===== src/rtl/sfc_pkg.sv =====
package sfc_pkg;
  localparam logic [7:0] OPC_WREN = 8'h06;
  localparam logic [7:0] OPC_WRDI = 8'h04;
  localparam logic [7:0] OPC_RDSR = 8'h05;
  localparam logic [7:0] OPC_WRSR = 8'h01;
  localparam logic [7:0] OPC_PP   = 8'h02;
  localparam logic [7:0] OPC_SE   = 8'h20;
  localparam logic [7:0] OPC_BE   = 8'hD8;
  localparam logic [7:0] OPC_CE   = 8'hC7;
  localparam logic [7:0] OPC_DP   = 8'hB9;
  localparam logic [7:0] OPC_WAKE = 8'hAB;

  typedef enum logic [1:0] {
    KIND_PAGE  = 2'd0,
    KIND_SECT  = 2'd1,
    KIND_BLOCK = 2'd2,
    KIND_CHIP  = 2'd3
  } req_kind_t;

  localparam int ST_BUSY = 0;
  localparam int ST_WEL  = 1;
  localparam int ST_PLVL = 2;
  localparam int ST_LOCK = 7;
endpackage


===== src/rtl/sfc_spi_rx.sv =====
module sfc_spi_rx #(
  parameter int ADDR_W = 24
) (
  input  logic              clk,
  input  logic              rst_n,
  input  logic              cs_n,
  input  logic              sck,
  input  logic              mosi,
  output logic              cs_active,
  output logic              sck_fall,
  output logic              opc_done,
  output logic              frame_end,
  output logic [7:0]        opcode,
  output logic [7:0]        arg_byte,
  output logic [ADDR_W-1:0] addr,
  output logic [2:0]        nbytes,
  output logic              aligned
);
  localparam int ADDR_BYTES = ADDR_W / 8;

  logic [2:0]        cs_q;
  logic [2:0]        sck_q;
  logic [1:0]        mosi_q;
  logic [2:0]        bit_idx;
  logic [ADDR_W-1:0] sh;
  logic              cs_fall_w, cs_rise_w, sck_rise_w;
  logic [7:0]        byte_in;

  always_ff @(posedge clk or negedge rst_n) begin
    if (!rst_n) begin
      cs_q   <= 3'b111;
      sck_q  <= 3'b000;
      mosi_q <= 2'b00;
    end else begin
      cs_q   <= {cs_q[1:0], cs_n};
      sck_q  <= {sck_q[1:0], sck};
      mosi_q <= {mosi_q[0], mosi};
    end
  end

  assign cs_active  = !cs_q[1];
  assign cs_fall_w  = !cs_q[1] && cs_q[2];
  assign cs_rise_w  = cs_q[1] && !cs_q[2];
  assign sck_rise_w = cs_active && sck_q[1] && !sck_q[2];
  assign sck_fall   = cs_active && !sck_q[1] && sck_q[2];
  assign byte_in    = {sh[6:0], mosi_q[1]};
  assign aligned    = (bit_idx == 3'd0);

  always_ff @(posedge clk or negedge rst_n) begin
    if (!rst_n) begin
      bit_idx   <= '0;
      nbytes    <= '0;
      sh        <= '0;
      opcode    <= '0;
      arg_byte  <= '0;
      addr      <= '0;
      opc_done  <= 1'b0;
      frame_end <= 1'b0;
    end else begin
      opc_done  <= 1'b0;
      frame_end <= cs_rise_w;
      if (cs_fall_w) begin
        bit_idx <= '0;
        nbytes  <= '0;
      end else if (sck_rise_w) begin
        sh      <= {sh[ADDR_W-2:0], mosi_q[1]};
        bit_idx <= bit_idx + 3'd1;
        if (bit_idx == 3'd7) begin
          if (nbytes != 3'd7) nbytes <= nbytes + 3'd1;
          if (nbytes == 3'd0) begin
            opcode   <= byte_in;
            opc_done <= 1'b1;
          end
          if (nbytes == 3'd1) arg_byte <= byte_in;
          if (nbytes == 3'(ADDR_BYTES)) addr <= {sh[ADDR_W-2:0], mosi_q[1]};
        end
      end
    end
  end
endmodule


===== src/rtl/sfc_busy.sv =====
module sfc_busy #(
  parameter int BUSY_CYCLES = 600
) (
  input  logic clk,
  input  logic rst_n,
  input  logic start,
  output logic busy
);
  localparam int CNT_W = $clog2(BUSY_CYCLES + 1);

  logic [CNT_W-1:0] cnt;

  always_ff @(posedge clk or negedge rst_n) begin
    if (!rst_n)          cnt <= '0;
    else if (start)      cnt <= CNT_W'(BUSY_CYCLES);
    else if (cnt != '0)  cnt <= cnt - 1'b1;
  end

  assign busy = (cnt != '0);
endmodule


===== src/rtl/sfc_miso.sv =====
module sfc_miso
  import sfc_pkg::*;
(
  input  logic       clk,
  input  logic       rst_n,
  input  logic       cs_active,
  input  logic       sck_fall,
  input  logic       opc_done,
  input  logic [7:0] opcode,
  input  logic       asleep,
  input  logic [7:0] status,
  output logic       miso
);
  logic       rd_on;
  logic [2:0] idx;

  always_ff @(posedge clk or negedge rst_n) begin
    if (!rst_n) begin
      rd_on <= 1'b0;
      idx   <= '0;
      miso  <= 1'b0;
    end else if (!cs_active) begin
      rd_on <= 1'b0;
      idx   <= '0;
      miso  <= 1'b0;
    end else begin
      if (opc_done && opcode == OPC_RDSR && !asleep) rd_on <= 1'b1;
      if (sck_fall && rd_on) begin
        miso <= status[3'd7 - idx];
        idx  <= idx + 3'd1;
      end
    end
  end
endmodule


===== src/rtl/sfc_ctrl.sv =====
module sfc_ctrl
  import sfc_pkg::*;
#(
  parameter int ADDR_W   = 24,
  parameter int SECT_W   = 6,
  parameter int SECT_LSB = 16
) (
  input  logic              clk,
  input  logic              rst_n,
  input  logic              frame_end,
  input  logic [7:0]        opcode,
  input  logic [7:0]        arg_byte,
  input  logic [ADDR_W-1:0] addr,
  input  logic [2:0]        nbytes,
  input  logic              aligned,
  input  logic              wp_n,
  input  logic              busy,
  output logic              wel,
  output logic [2:0]        plvl,
  output logic              lock,
  output logic              asleep,
  output logic              start,
  output logic              op_valid,
  output logic              op_accept,
  output logic [1:0]        op_kind,
  output logic [ADDR_W-1:0] op_addr
);
  localparam int ADDR_BYTES = ADDR_W / 8;
  localparam logic [2:0] ADR_LEN = 3'(1 + ADDR_BYTES);
  localparam logic [2:0] PP_MIN  = 3'(2 + ADDR_BYTES);
  localparam logic [SECT_W:0] NSECT = (SECT_W+1)'(1) << SECT_W;

  logic            len_ok, is_req, hit, pass;
  logic [SECT_W:0] prot_cnt, sect;
  req_kind_t       kind;

  always_comb begin
    unique case (opcode)
      OPC_WREN, OPC_WRDI, OPC_CE, OPC_DP: len_ok = (nbytes == 3'd1);
      OPC_WRSR:                           len_ok = (nbytes == 3'd2);
      OPC_SE, OPC_BE:                     len_ok = (nbytes == ADR_LEN);
      OPC_PP:                             len_ok = (nbytes >= PP_MIN);
      OPC_WAKE:                           len_ok = (nbytes >= 3'd1);
      default:                            len_ok = 1'b0;
    endcase
    len_ok = len_ok && aligned;
  end

  always_comb begin
    is_req = 1'b1;
    kind   = KIND_PAGE;
    unique case (opcode)
      OPC_PP:  kind = KIND_PAGE;
      OPC_SE:  kind = KIND_SECT;
      OPC_BE:  kind = KIND_BLOCK;
      OPC_CE:  kind = KIND_CHIP;
      default: is_req = 1'b0;
    endcase
  end

  always_comb begin
    sect     = {1'b0, addr[SECT_LSB +: SECT_W]};
    prot_cnt = (plvl == 3'd0) ? '0 : (NSECT >> (3'd7 - plvl));
    hit      = (plvl != 3'd0) && (sect >= NSECT - prot_cnt);
    pass     = wel && ((kind == KIND_CHIP) ? (plvl == 3'd0) : !hit);
  end

  always_ff @(posedge clk or negedge rst_n) begin
    if (!rst_n) begin
      wel       <= 1'b0;
      plvl      <= '0;
      lock      <= 1'b0;
      asleep    <= 1'b0;
      start     <= 1'b0;
      op_valid  <= 1'b0;
      op_accept <= 1'b0;
      op_kind   <= '0;
      op_addr   <= '0;
    end else begin
      start    <= 1'b0;
      op_valid <= 1'b0;
      if (frame_end && len_ok) begin
        if (asleep) begin
          if (opcode == OPC_WAKE) asleep <= 1'b0;
        end else if (!busy) begin
          if (is_req) begin
            op_valid  <= 1'b1;
            op_accept <= pass;
            op_kind   <= kind;
            op_addr   <= (kind == KIND_CHIP) ? '0 : addr;
            start     <= pass;
            wel       <= 1'b0;
          end else begin
            unique case (opcode)
              OPC_WREN: wel    <= 1'b1;
              OPC_WRDI: wel    <= 1'b0;
              OPC_DP:   asleep <= 1'b1;
              OPC_WRSR: if (wel) begin
                wel <= 1'b0;
                if (!(lock && !wp_n)) begin
                  plvl <= arg_byte[ST_PLVL +: 3];
                  lock <= arg_byte[ST_LOCK];
                end
              end
              default: ;
            endcase
          end
        end
      end
    end
  end
endmodule


===== src/rtl/sflash_cmd_gate.sv =====
module sflash_cmd_gate
  import sfc_pkg::*;
#(
  parameter int ADDR_W      = 24,
  parameter int SECT_W      = 6,
  parameter int SECT_LSB    = 16,
  parameter int BUSY_CYCLES = 600
) (
  input  logic              clk,
  input  logic              rst_n,
  input  logic              spi_cs_n,
  input  logic              spi_sck,
  input  logic              spi_mosi,
  output logic              spi_miso,
  input  logic              wp_n,
  output logic              op_valid,
  output logic              op_accept,
  output logic [1:0]        op_kind,
  output logic [ADDR_W-1:0] op_addr
);
  logic              cs_active, sck_fall, opc_done, frame_end, aligned;
  logic [7:0]        opcode, arg_byte, status;
  logic [ADDR_W-1:0] addr;
  logic [2:0]        nbytes;
  logic              wip_w, wel_w, lock_w, dp_w, start_w;
  logic [2:0]        bp_w;

  sfc_spi_rx #(.ADDR_W(ADDR_W)) u_rx (
    .clk, .rst_n, .cs_n(spi_cs_n), .sck(spi_sck), .mosi(spi_mosi),
    .cs_active, .sck_fall, .opc_done, .frame_end, .opcode, .arg_byte,
    .addr, .nbytes, .aligned
  );

  sfc_ctrl #(.ADDR_W(ADDR_W), .SECT_W(SECT_W), .SECT_LSB(SECT_LSB)) u_ctrl (
    .clk, .rst_n, .frame_end, .opcode, .arg_byte, .addr, .nbytes, .aligned,
    .wp_n, .busy(wip_w), .wel(wel_w), .plvl(bp_w), .lock(lock_w),
    .asleep(dp_w), .start(start_w), .op_valid, .op_accept, .op_kind, .op_addr
  );

  sfc_busy #(.BUSY_CYCLES(BUSY_CYCLES)) u_busy (
    .clk, .rst_n, .start(start_w), .busy(wip_w)
  );

  always_comb begin
    status              = '0;
    status[ST_BUSY]     = wip_w;
    status[ST_WEL]      = wel_w;
    status[ST_PLVL +: 3] = bp_w;
    status[ST_LOCK]     = lock_w;
  end

  sfc_miso u_miso (
    .clk, .rst_n, .cs_active, .sck_fall, .opc_done, .opcode,
    .asleep(dp_w), .status, .miso(spi_miso)
  );
endmodule


===== config.mk =====
export PLATFORM = sky130hd
export DESIGN_NAME = sflash_cmd_gate
export DESIGN_NICKNAME = d
export VERILOG_FILES = /design/src/rtl/sfc_pkg.sv /design/src/rtl/sfc_spi_rx.sv /design/src/rtl/sfc_busy.sv /design/src/rtl/sfc_miso.sv /design/src/rtl/sfc_ctrl.sv /design/src/rtl/sflash_cmd_gate.sv
export SDC_FILE = /design/constraint.sdc
export NUM_CORES = 1
export LEC_CHECK = 0
export CORE_ASPECT_RATIO = 1.75
export CORE_MARGIN = 3
export CORE_UTILIZATION = 30
export DETAILED_ROUTE_END_ITERATION = 16
export DONT_BUFFER_PORTS = 1
export PLACE_DENSITY = 0.51
export SETUP_SLACK_MARGIN = 0.1
export SKIP_CTS_REPAIR_TIMING = 1
export SLEW_MARGIN = 30
export SYNTH_ARGS = -nofsm -noshare
export SYNTH_HDL_FRONTEND = slang
export SYNTH_SLANG_ARGS = --single-unit

===== constraint.sdc =====
create_clock -name clk -period 2.5 [get_ports clk]
set_input_delay 0.5 -clock clk [delete_from_list [all_inputs] [get_ports clk]]
set_output_delay 0.5 -clock clk [all_outputs]
set_load 0.02 [all_outputs]

==> qor.csv <==
metric;value;unit
status;complete, but fails checks;
failing checks;negative hold slack;
synthesized cell area;5550;µm²
Worst Path Required;2.79;ns
Syn Inst Count;449;
number of synthesized flops with an enable pin;0;
synthesis warning total;0;
RSZ-0062 raised after global routing;true;
gr ovfl total;0;
final core occ;0.378;
Clock Latency Late Sink;0.41;ns
core area;18100;µm²
placed inst area;6070;µm²
vias in the first global route;3867;
max_slew headroom;0.718;
Final period util;0.996;
Placed Instances;698;
H-Tree Depth;4;
CTS buffer count;17;
DR vias;3737;
Max-Cap Viols;0;
post-synth cell types;60;
crit path max fanout;7;
post-detailed-route wirelength per cell;18.1;µm
Final Hold Viols;122;
CTS tree;done;
crit path DAT;2.78;ns
kind of critical path;flip-flop to flip-flop;
DRT Wirelength;13400;µm
Post-Layout Inst Area;6860;µm²
peak supply drop;358;µV
FMAX;0.402;GHz
asr flop ratio synth;1.00;
Die Width;109;µm
total power;0.00465;W
Rows;65;
Worst Setup Start Kind;flip-flop;
Boundary Pins;35;
Reg clk slew, reported paths;0.06;ns
DR DRC count;0;
GRT Overall Usage;0.132;
DR iter-0 viols;159;
clk_skew;0.0119;ns
Detailed Place HPWL;8450;µm
die height;186;µm
# setup viols final;0;
clock sink count;125;
Power Density;677;nW/µm²
syn nets;472;
ant diodes;0;
Layout Area Growth over Synthesis;23.7;%
gpl congestion;0.875;
nets@finish;513;
final non-filler cell total;737;
ANT nets after route;0;
Min-Delay Path Class;primary input to async pin;
Seq/Total Area, Yosys;0.564;
vias per cell;5.07;
initial antenna violation count;0;
Final WS setup;0.00948;ns
Layout fillers;1736;
Critical Path End Type;flip-flop;
Synth Flop Type;dfrtp_1;
DR pass1 iterations;4;
#FFs+latches synth;125;
Leakage;3.22;nW
largest net degree at the start of global routing;126;
total die area;20200;µm²
Min Clock Period, post-route;2.49;ns
Mean Syn Cell Area;12.4;µm²
Port Buffers;0;
Min Hold Slack;-0.209;ns
layout cells sized above 1;0.328;
Slew Viols, Final;0;
Starting Density;0.306;
global-route wire length before repair;20400;µm
Root Driver;clkbuf_16;
pre-CTS setup slack;-0.0780;ns
clk buf depth;2;
Worst-Margin Slew;0.420;ns
-- worst paths after layout --
kind	depth (start not counted)	end	startpoint	slack, ns
worst max-delay path	6	u_ctrl.op_addr[0]	u_rx.opcode[2]	0.009
worst min-delay path	0	u_rx.opcode[2]	rst_n	-0.21
worst max register to register	6	u_ctrl.op_addr[0]	u_rx.opcode[2]	0.009
worst min register to register	0	u_rx.sck_q[1]	u_rx.sck_q[0]	0.36
max in group asynchronous	0	u_rx.cs_q[0]	rst_n	2.40
min in group clk	0	u_rx.cs_q[0]	spi_cs_n	0.08
-- worst max-delay path, cell delays in order (launching register included) --
cell	delay [ns]
dfrtp_1	0.42
or4bb_4	0.58
a211oi_4	0.26
nor4_4	0.08
o31a_4	0.15
or4_4	0.63
a22o_1	0.25
-- stage by stage --
step	TNS (ns)	hold slack, ns
final	0	-0.209
after global routing	-1.25	-0.226
after CTS	-2.18	-0.230
after detailed placement	-1.45	0.215
after global placement	-1.32	0.208
after floorplan	0	0.204
-- kinds of logic after synthesis --
kind of cell / synth area share
AND/OR/NAND/NOR: 0.141
buffers and inverters: 0.0300
AO/OA/AOI/OAI: 0.0897
adder cells (fa/ha/maj): 0.0383
flip-flops: 0.564
XOR/XNOR: 0.0158
multiplexers: 0.121
-- synthesized netlist by cell type, drive strengths merged (3+ instances only) --
library cell / number / area share
a22o: 26 / 0.041
nand3b: 4 / 0.0054
or4: 3 / 0.0054
dfrtp: 122 / 0.55
mux2i: 4 / 0.0072
nor3: 8 / 0.0072
dfstp: 3 / 0.014
nor2b: 3 / 0.0034
nand2b: 6 / 0.0068
a21oi: 10 / 0.0090
nor2: 31 / 0.021
o31ai: 3 / 0.0041
ha: 17 / 0.038
nor4b: 3 / 0.0059
inv: 15 / 0.010
a211oi: 4 / 0.0063
a22oi: 3 / 0.0041
clkbuf: 11 / 0.0074
nand4: 5 / 0.0056
o21ai: 5 / 0.0045
or3: 4 / 0.0045
mux2: 56 / 0.11
nand2: 38 / 0.026
nor3b: 3 / 0.0061
xor2: 4 / 0.0063
nand3: 6 / 0.0054
nor4: 11 / 0.016
xnor2: 6 / 0.0095
buf: 7 / 0.012
-- final cells by class --
cell class	count	area [µm²]	share of cell area
flip-flops and latches	125	3140	0.457
well taps	234	293	0.0427
multi-input cells	293	2470	0.361
clock buffers	18	429	0.0625
clock inverters	14	160	0.0233
repair buffers	37	312	0.0454
inverters	16	60.1	0.00875
-- cell usage in the layout (no fill, tap or decap), types with 3 or more instances in the layout --
cell type,instances
a211oi_4,3
a21oi_1,9
a22o_1,26
buf_4,34
clkbuf_16,18
clkinv_4,3
clkinvlp_4,3
dfrtp_1,119
dfrtp_2,3
dfstp_2,3
ha_1,14
inv_1,15
inv_6,4
mux2_2,56
mux2i_1,4
nand2_1,38
nand2b_1,5
nand3_1,6
nand3b_1,4
nand4_1,5
nor2_1,30
nor2b_1,3
nor3_1,5
nor4_1,6
nor4_4,3
o21ai_0,5
o31ai_1,3
or3_1,4
or4_4,5
xnor2_1,6
xor2_1,4
-- power breakdown --
part | internal (W) | switching (W)
Clock | 0.00149 | 0.000968
Sequential | 0.00207 | 0.0000619
Combinational | 0.0000373 | 0.0000268
Total | 0.00359 | 0.00106
-- sequential cells by signal, indices dropped and copies added, names as in the netlist, 3 cells and up --
signal          flops
u_busy.cnt         10
u_rx.addr          24
u_rx.bit_idx        3
u_rx.nbytes         3
u_rx.cs_q           3
u_rx.sck_q          3
u_rx.arg_byte       4
u_ctrl.plvl         3
u_miso.idx          3
u_rx.sh            23
u_ctrl.op_addr     24
u_rx.opcode         8
-- metal layers --
layer / wire, µm / vias to the layer above / GRT usage
met4: 271 / 0 / 0.0541
li1: - / 1721 / -
met2: 7230 / 80 / 0.229
met5: 0 / - / 0
met1: 5230 / 1913 / 0.150
met3: 642 / 23 / 0.0385
(Power assumes the default switching activity.)
